`src/rtl/tdm_pkg.sv`:
```
package tdm_pkg;
  // Per-cycle strobes from control to datapath
  typedef struct packed {
    logic rise;     // bit-clock rising edge: sample sdIn
    logic fall;     // bit-clock falling edge: advance transmit bit
    logic load;     // falling edge that opens a new frame
    logic publish;  // rising edge of the last bit of a seen frame
  } tdmStrobe_t;
endpackage

```
`src/rtl/tdm_ctrl.sv`:
```
module tdm_ctrl
  import tdm_pkg::*;
#(
  parameter int FRAME_BITS  = 256,
  parameter int CLK_PER_BIT = 2
) (
  input  logic       clk,
  input  logic       rst,
  input  logic       master,
  input  logic       bclkIn,
  input  logic       lrIn,
  output logic       bclkOut,
  output logic       lrOut,
  output logic       frameStart,
  output logic       frameDone,
  output tdmStrobe_t strobe
);
  localparam int CNT_W    = $clog2(FRAME_BITS);
  localparam int DIV_W    = $clog2(CLK_PER_BIT);
  localparam int HALF_DIV = CLK_PER_BIT / 2;
  localparam int HALF_FRM = FRAME_BITS / 2;

  logic [DIV_W-1:0] divCnt;
  logic             bclkGen;
  logic [2:0]       bSync;
  logic [1:0]       lSync;
  logic             lrAtFall;
  logic [CNT_W-1:0] bitCnt;
  logic             seenStart;
  logic             riseTick, fallTick, frameEdge, lastBit;

  always_comb begin
    lastBit = (bitCnt == CNT_W'(FRAME_BITS - 1));
    if (master) begin
      riseTick  = (divCnt == DIV_W'(HALF_DIV - 1));
      fallTick  = (divCnt == DIV_W'(CLK_PER_BIT - 1));
      frameEdge = fallTick && lastBit;
    end else begin
      riseTick  = bSync[1] && !bSync[2];
      fallTick  = !bSync[1] && bSync[2];
      frameEdge = fallTick && lrAtFall && !lSync[1];
    end
    strobe.rise    = riseTick;
    strobe.fall    = fallTick;
    strobe.load    = frameEdge;
    strobe.publish = riseTick && lastBit && seenStart;
  end

  always_ff @(posedge clk) begin
    if (rst) begin
      divCnt     <= '0;
      bclkGen    <= 1'b0;
      bSync      <= '0;
      lSync      <= '0;
      lrAtFall   <= 1'b0;
      bitCnt     <= '1;
      seenStart  <= 1'b0;
      frameStart <= 1'b0;
      frameDone  <= 1'b0;
    end else begin
      bSync <= {bSync[1:0], bclkIn};
      lSync <= {lSync[0], lrIn};
      if (master) begin
        divCnt <= fallTick ? '0 : divCnt + 1'b1;
        if (riseTick) bclkGen <= 1'b1;
        else if (fallTick) bclkGen <= 1'b0;
      end else begin
        divCnt  <= '0;
        bclkGen <= 1'b0;
      end
      if (fallTick) begin
        bitCnt   <= frameEdge ? '0 : bitCnt + 1'b1;
        lrAtFall <= lSync[1];
        if (frameEdge) seenStart <= 1'b1;
      end
      frameStart <= frameEdge;
      frameDone  <= strobe.publish;
    end
  end

  assign bclkOut = bclkGen;
  assign lrOut   = master && bitCnt[CNT_W-1];

  AST_DONE_PULSE: assert property (@(posedge clk) disable iff (rst)
    frameDone |=> !frameDone);
  AST_START_AT_BIT0: assert property (@(posedge clk) disable iff (rst)
    frameStart |-> (bitCnt == '0));
  AST_LR_EDGE_AT_HALF: assert property (@(posedge clk) disable iff (rst)
    (master && !$stable(lrOut)) |-> (bitCnt == '0 || bitCnt == CNT_W'(HALF_FRM)));
  AST_ADVANCE_ON_FALL: assert property (@(posedge clk) disable iff (rst)
    (master && !$stable(bitCnt)) |-> $fell(bclkOut));
  AST_START_LEFT_HALF: assert property (@(posedge clk) disable iff (rst)
    (master && frameStart) |-> (!lrOut && $past(lrOut)));
endmodule

```
`src/rtl/tdm_datapath.sv`:
```
module tdm_datapath
  import tdm_pkg::*;
#(
  parameter int CHANNELS    = 8,
  parameter int SLOT_BITS   = 32,
  parameter int SAMPLE_BITS = 24
) (
  input  logic                           clk,
  input  logic                           rst,
  input  tdmStrobe_t                     strobe,
  input  logic                           sdIn,
  output logic                           sdOut,
  input  logic                           wrEn,
  input  logic [$clog2(CHANNELS)-1:0]    wrChan,
  input  logic [SAMPLE_BITS-1:0]         wrData,
  input  logic [$clog2(CHANNELS)-1:0]    rdChan,
  output logic [SAMPLE_BITS-1:0]         rdData
);
  localparam int FRAME_BITS = CHANNELS * SLOT_BITS;
  localparam int PAD_BITS   = SLOT_BITS - SAMPLE_BITS;

  logic [SAMPLE_BITS-1:0] holdReg [CHANNELS];
  logic [SAMPLE_BITS-1:0] rxReg   [CHANNELS];
  logic [FRAME_BITS-1:0]  txImage, txShift, rxShift, rxNext;

  // Slot g of the image: sample left-aligned, pad bits zero
  for (genvar g = 0; g < CHANNELS; g++) begin : gSlot
    assign txImage[FRAME_BITS-1-g*SLOT_BITS -: SLOT_BITS] =
      SLOT_BITS'(holdReg[g]) << PAD_BITS;
  end

  assign rxNext = {rxShift[FRAME_BITS-2:0], sdIn};

  always_ff @(posedge clk) begin
    if (rst) begin
      txShift <= '0;
      rxShift <= '0;
      for (int k = 0; k < CHANNELS; k++) begin
        holdReg[k] <= '0;
        rxReg[k]   <= '0;
      end
    end else begin
      if (wrEn) holdReg[wrChan] <= wrData;
      if (strobe.fall) txShift <= strobe.load ? txImage : (txShift << 1);
      if (strobe.rise) rxShift <= rxNext;
      if (strobe.publish) begin
        for (int k = 0; k < CHANNELS; k++)
          rxReg[k] <= rxNext[FRAME_BITS-1-k*SLOT_BITS -: SAMPLE_BITS];
      end
    end
  end

  assign sdOut  = txShift[FRAME_BITS-1];
  assign rdData = rxReg[rdChan];

  AST_SD_CHANGES_ON_FALL: assert property (@(posedge clk) disable iff (rst)
    !$past(strobe.fall) |-> $stable(sdOut));
endmodule

```
`src/rtl/tdm_packed_port.sv`:
```
module tdm_packed_port
  import tdm_pkg::*;
#(
  parameter int CHANNELS    = 8,
  parameter int SLOT_BITS   = 32,
  parameter int SAMPLE_BITS = 24,
  parameter int CLK_PER_BIT = 2
) (
  input  logic                        clk,
  input  logic                        rst,
  input  logic                        master,
  input  logic                        bclkIn,
  input  logic                        lrIn,
  output logic                        bclkOut,
  output logic                        lrOut,
  input  logic                        sdIn,
  output logic                        sdOut,
  input  logic                        wrEn,
  input  logic [$clog2(CHANNELS)-1:0] wrChan,
  input  logic [SAMPLE_BITS-1:0]      wrData,
  input  logic [$clog2(CHANNELS)-1:0] rdChan,
  output logic [SAMPLE_BITS-1:0]      rdData,
  output logic                        frameStart,
  output logic                        frameDone
);
  localparam int FRAME_BITS = CHANNELS * SLOT_BITS;

  tdmStrobe_t strobe;

  tdm_ctrl #(.FRAME_BITS(FRAME_BITS), .CLK_PER_BIT(CLK_PER_BIT)) u_ctrl (
    .clk(clk), .rst(rst), .master(master), .bclkIn(bclkIn), .lrIn(lrIn),
    .bclkOut(bclkOut), .lrOut(lrOut), .frameStart(frameStart),
    .frameDone(frameDone), .strobe(strobe)
  );

  tdm_datapath #(.CHANNELS(CHANNELS), .SLOT_BITS(SLOT_BITS),
                 .SAMPLE_BITS(SAMPLE_BITS)) u_datapath (
    .clk(clk), .rst(rst), .strobe(strobe), .sdIn(sdIn), .sdOut(sdOut),
    .wrEn(wrEn), .wrChan(wrChan), .wrData(wrData),
    .rdChan(rdChan), .rdData(rdData)
  );
endmodule

```
`config.mk`:
```
export PLATFORM = sky130hd
export DESIGN_NAME = tdm_packed_port
export DESIGN_NICKNAME = d
export VERILOG_FILES = /design/src/rtl/tdm_pkg.sv /design/src/rtl/tdm_ctrl.sv /design/src/rtl/tdm_datapath.sv /design/src/rtl/tdm_packed_port.sv
export SDC_FILE = /design/constraint.sdc
export NUM_CORES = 2
export LEC_CHECK = 0
export CORE_UTILIZATION = 55
export DETAILED_ROUTE_END_ITERATION = 16
export GPL_TIMING_DRIVEN = 0
export PLACE_DENSITY = 0.72
export SETUP_SLACK_MARGIN = 0.4
export SYNTH_ARGS = -nofsm -noshare
export SYNTH_HDL_FRONTEND = slang
export SYNTH_HIERARCHICAL = 1
export SYNTH_SLANG_ARGS = --single-unit
```
`constraint.sdc`:
```
create_clock -name clk -period 9.2 [get_ports clk]
set_clock_uncertainty 0.1 [all_clocks]
set_input_delay 1.84 -clock clk [delete_from_list [all_inputs] [get_ports clk]]
set_output_delay 1.84 -clock clk [all_outputs]
set_load 0.1 [all_outputs]
```
==> flow_summary.rst <==
.. list-table::
   :header-rows: 1

   * - Metric
     - Value
   * - Status
     - finished, final reports clean
   * - Clock slew seen by the registers of the worst setup and hold paths
     - 0.06 ns
   * - Post-synth top flop
     - sky130_fd_sc_hd__dfxtp_1
   * - Setup TNS
     - 0 ns
   * - CTS Root Cell
     - sky130_fd_sc_hd__clkbuf_16
   * - Cell chain of the critical path
     - clkbuf_1 > mux4_2 > mux2_2 > clkdlybuf4s50_1
   * - Total area of multi-input combinational cells
     - 12,900 um2
   * - Worst ir drop on vdd
     - 157 uV
   * - DPL Wire Length
     - 56,400 um
   * - Critical path class
     - in -> out
   * - Inserted Clock Buffers
     - 93
   * - Leakage power figure
     - 14.3 nW
   * - Pin count of the biggest net entering global routing
     - 72
   * - Total routing resource utilization after global routing
     - 25.1%
   * - Final Critical Period
     - 6.17 ns
   * - CORE AREA
     - 64,700 um2
   * - Wirelength per Cell
     - 20.6 um
   * - Number of antenna violations at the first check in global routing
     - 0
   * - Detail-routed via count per cell
     - 5.70
   * - Global-route wire length before repair
     - 129,000 um
   * - Crit path DAT
     - 4.23 ns
   * - GRT overflow
     - 0
   * - Number of buffers inserted by hold repair at cts
     - 0
   * - Avg Synthesized Cell Area
     - 12.1 um2
   * - Max Clock Freq
     - 162 MHz
   * - Initial DRC Count
     - 1,546
   * - Initial Util
     - 55.8%
   * - Number of instances in the synthesized netlist
     - 2,975
   * - Delay contributed by the slowest stage of the critical path
     - 0.97 ns
   * - Total DRC errors in the routed layout
     - 0
   * - Hold crit path type
     - reg -> reg
   * - Critical Path Sink Type
     - output port
   * - Flops & latches, synth
     - 906
   * - Final max-slew violation count
     - 0
   * - Setup WS post-layout
     - 3.03 ns
   * - Largest cells by area after synthesis
     - sky130_fd_sc_hd__edfxtp_1 32%, sky130_fd_sc_hd__dfxtp_1 29%, sky130_fd_sc_hd__mux2i_1 12%, sky130_fd_sc_hd__nor2_1 4.7%, sky130_fd_sc_hd__a211oi_1 4.0%
   * - Worst-case setup slack after placement
     - 3.01 ns
   * - Final WL
     - 83,800 um
   * - Top post-synthesis cells by count
     - 522 x sky130_fd_sc_hd__dfxtp_1, 450 x sky130_fd_sc_hd__nor2_1, 446 x sky130_fd_sc_hd__mux2i_1, 384 x sky130_fd_sc_hd__edfxtp_1, 191 x sky130_fd_sc_hd__a211oi_1
   * - Slowest cell on crit path
     - sky130_fd_sc_hd__clkdlybuf4s50_1
   * - Final Hold Violating Endpoints
     - 0
   * - Number of H-tree levels
     - 3
   * - Dominant cell by count in the synthesized netlist
     - sky130_fd_sc_hd__dfxtp_1
   * - # placed instances
     - 3,902
   * - Data required time at the worst endpoint
     - 7.26 ns
   * - Relative area change from synthesis to final layout
     - 13.8%
   * - Count of flip-flops with a built-in enable after synthesis
     - 384
   * - Inserted Diodes
     - 0
   * - Sequential fraction of the synthesis area
     - 60.9%
   * - Top-level I/O count
     - 66
   * - Largest fanout on the critical path
     - 10
   * - Clock Latency Late Sink
     - 0.66 ns
   * - Final std cells w/o fill
     - 4,077
   * - Clock tree from TritonCTS
     - done
   * - Die Height
     - 258 um
   * - Total number of vias
     - 23,200
   * - Count of TritonRoute iterations in the first routing pass
     - 5
   * - # port buffers
     - 62
   * - Worst-margin pin slew
     - 1.02 ns
   * - Number of nets with antenna violations after routing
     - 0
   * - Number of nets produced by synthesis
     - 3,013
   * - Fraction of layout instances using a drive strength above 1
     - 10.5%
   * - Post-Synthesis Cell Area
     - 36,100 um2
   * - RSZ-0062 raised after global routing
     - no
   * - Combined flip-flop and latch cell area
     - 22,000 um2
   * - Final setup vio count
     - 0
   * - Count of max-cap constraint violations
     - 0
   * - Relative slew slack
     - 31.9%
   * - Die width
     - 258 um
   * - Post-layout utilization of the core
     - 63.5%
   * - Number of sinks driven by the clock tree
     - 906
   * - Floorplan die area
     - 66,600 um2
   * - Share of synthesized registers carrying an async set or reset
     - 0%
   * - Filler Cells Inserted
     - 4,943
   * - Final Wtd Congestion
     - 0.834
   * - Row cnt
     - 93
   * - CTS Buffer Depth
     - 3
   * - Final layout net count
     - 3,180
   * - Number of distinct library cells after synthesis
     - 49
   * - Share of the synthesized area in the top cell type
     - 32.0%
   * - Critical Path Start Type
     - input pin
   * - Number of resized instances in the post-cts repair step
     - 0
   * - Total power density per cell area
     - 215 nW/um2
   * - Cell taking the most area after synthesis
     - sky130_fd_sc_hd__edfxtp_1
   * - Final period util
     - 67.1%
   * - Number of setup buffers added after CTS
     - 0
   * - Synth Warn #
     - 6
   * - Number of global-route vias before repair
     - 22,900
critical path, delay by kind of cell:
kind	cells	cell delay, ns
muxes	2	0.81
buffers and inverters	2	1.56
state kept, by name (all words and copies together) (netlist names):
signal	cells
u_ctrl/lSync	2
u_ctrl/frameStart	1
u_datapath/txShift	248
u_ctrl/lrAtFall	1
u_ctrl/seenStart	1
u_ctrl/bitCnt	8
u_datapath/rxShift	255
u_ctrl/divCnt	1
u_ctrl/frameDone	1
u_datapath/rxReg	192
u_ctrl/bSync	3
u_ctrl/bclkOut	1
u_datapath/holdReg	192
kinds of logic (layout without fill, tap and decap cells):
group	Yosys count	count (layout)	synth area share, %
mux	518	518	16.4
buf+inv	287	534	3.48
xor+xnor	5	5	0.121
compound gates	274	274	5.27
fa+ha+maj	1	1	0.0347
simple gates	984	984	13.8
flops	906	906	60.9
layout by cell type (no fill, tap or decap), types with 3 or more instances in the layout:
master / n
sky130_fd_sc_hd__clkinvlp_4: 3
sky130_fd_sc_hd__buf_2: 81
sky130_fd_sc_hd__buf_8: 7
sky130_fd_sc_hd__clkbuf_1: 156
sky130_fd_sc_hd__clkdlybuf4s50_1: 62
sky130_fd_sc_hd__mux2i_1: 446
sky130_fd_sc_hd__o21bai_2: 8
sky130_fd_sc_hd__a21oi_1: 62
sky130_fd_sc_hd__nor2_1: 450
sky130_fd_sc_hd__clkinv_1: 10
sky130_fd_sc_hd__clkinv_4: 3
sky130_fd_sc_hd__dfxtp_1: 522
sky130_fd_sc_hd__and2_1: 145
sky130_fd_sc_hd__nor4_1: 96
sky130_fd_sc_hd__edfxtp_1: 384
sky130_fd_sc_hd__inv_1: 26
sky130_fd_sc_hd__buf_1: 29
sky130_fd_sc_hd__buf_4: 10
sky130_fd_sc_hd__mux4_2: 45
sky130_fd_sc_hd__xnor2_1: 3
sky130_fd_sc_hd__mux2_4: 20
sky130_fd_sc_hd__o21ai_0: 6
sky130_fd_sc_hd__bufinv_16: 5
sky130_fd_sc_hd__clkinv_2: 20
sky130_fd_sc_hd__nor2b_1: 54
sky130_fd_sc_hd__mux2_2: 4
sky130_fd_sc_hd__nand2b_1: 59
sky130_fd_sc_hd__clkbuf_16: 94
sky130_fd_sc_hd__nand2_1: 6
sky130_fd_sc_hd__nand3b_1: 58
sky130_fd_sc_hd__clkbuf_8: 15
sky130_fd_sc_hd__nor3_1: 97
sky130_fd_sc_hd__nand3_1: 5
sky130_fd_sc_hd__a211oi_1: 191
sky130_fd_sc_hd__mux4_1: 3
power by group:
| part | switching [mW] | total, mW | internal [mW] |
|---|---|---|---|
| Sequential | 0.0665 | 4.40 | 4.33 |
| Combinational | 0.472 | 0.712 | 0.240 |
| Clock | 1.57 | 3.72 | 2.15 |
| Total | 2.11 | 8.83 | 6.72 |
worst paths after layout:
kind / startpoint / to / slack (ns) / cells past startpoint
setup / recovery: rdChan[2] / rdData[0] / 3.03 / 4
hold / removal: u_ctrl/bSync[0] / u_ctrl/bSync[1] / 0.34 / 1
setup reg to reg: u_ctrl/bitCnt[0] / u_datapath/txShift[61] / 6.21 / 10
hold reg to reg: u_ctrl/bSync[0] / u_ctrl/bSync[1] / 0.34 / 1
per-layer routing:
layer  share of wire [%]  up-vias  GRT usage [%]
met1                  40    11300           30.9
li1                    -    11000              -
met4                 4.8        0           12.4
met2                  50      678           43.4
met5                   0        -              0
met3                 4.9      195           3.29
final cells by class:
class	instances	area share (%)
flip-flops and latches	906	53.5
multi-input cells	1782	31.4
clock buffers	127	6.40
plain buffers	261	2.82
well taps	855	2.61
repair buffers	72	1.93
clock inverters	48	1.10
inverters	26	0.238
metrics by stage:
| step | cell area [um2] | total power [mW] | hold WS (ns) |
|---|---|---|---|
| 2_1_floorplan | 36100 | 4.97 | 0.314 |
| 5_1_grt | 41100 | 9.10 | 0.357 |
| 3_5_place_dp | 38000 | 5.19 | 0.332 |
| 3_3_place_gp | 37800 | 5.16 | 0.318 |
| 6_report | 41100 | 8.83 | 0.337 |
| 4_1_cts | 41100 | 8.89 | 0.333 |
No activity file was read; power rests on OpenSTA's default activity.
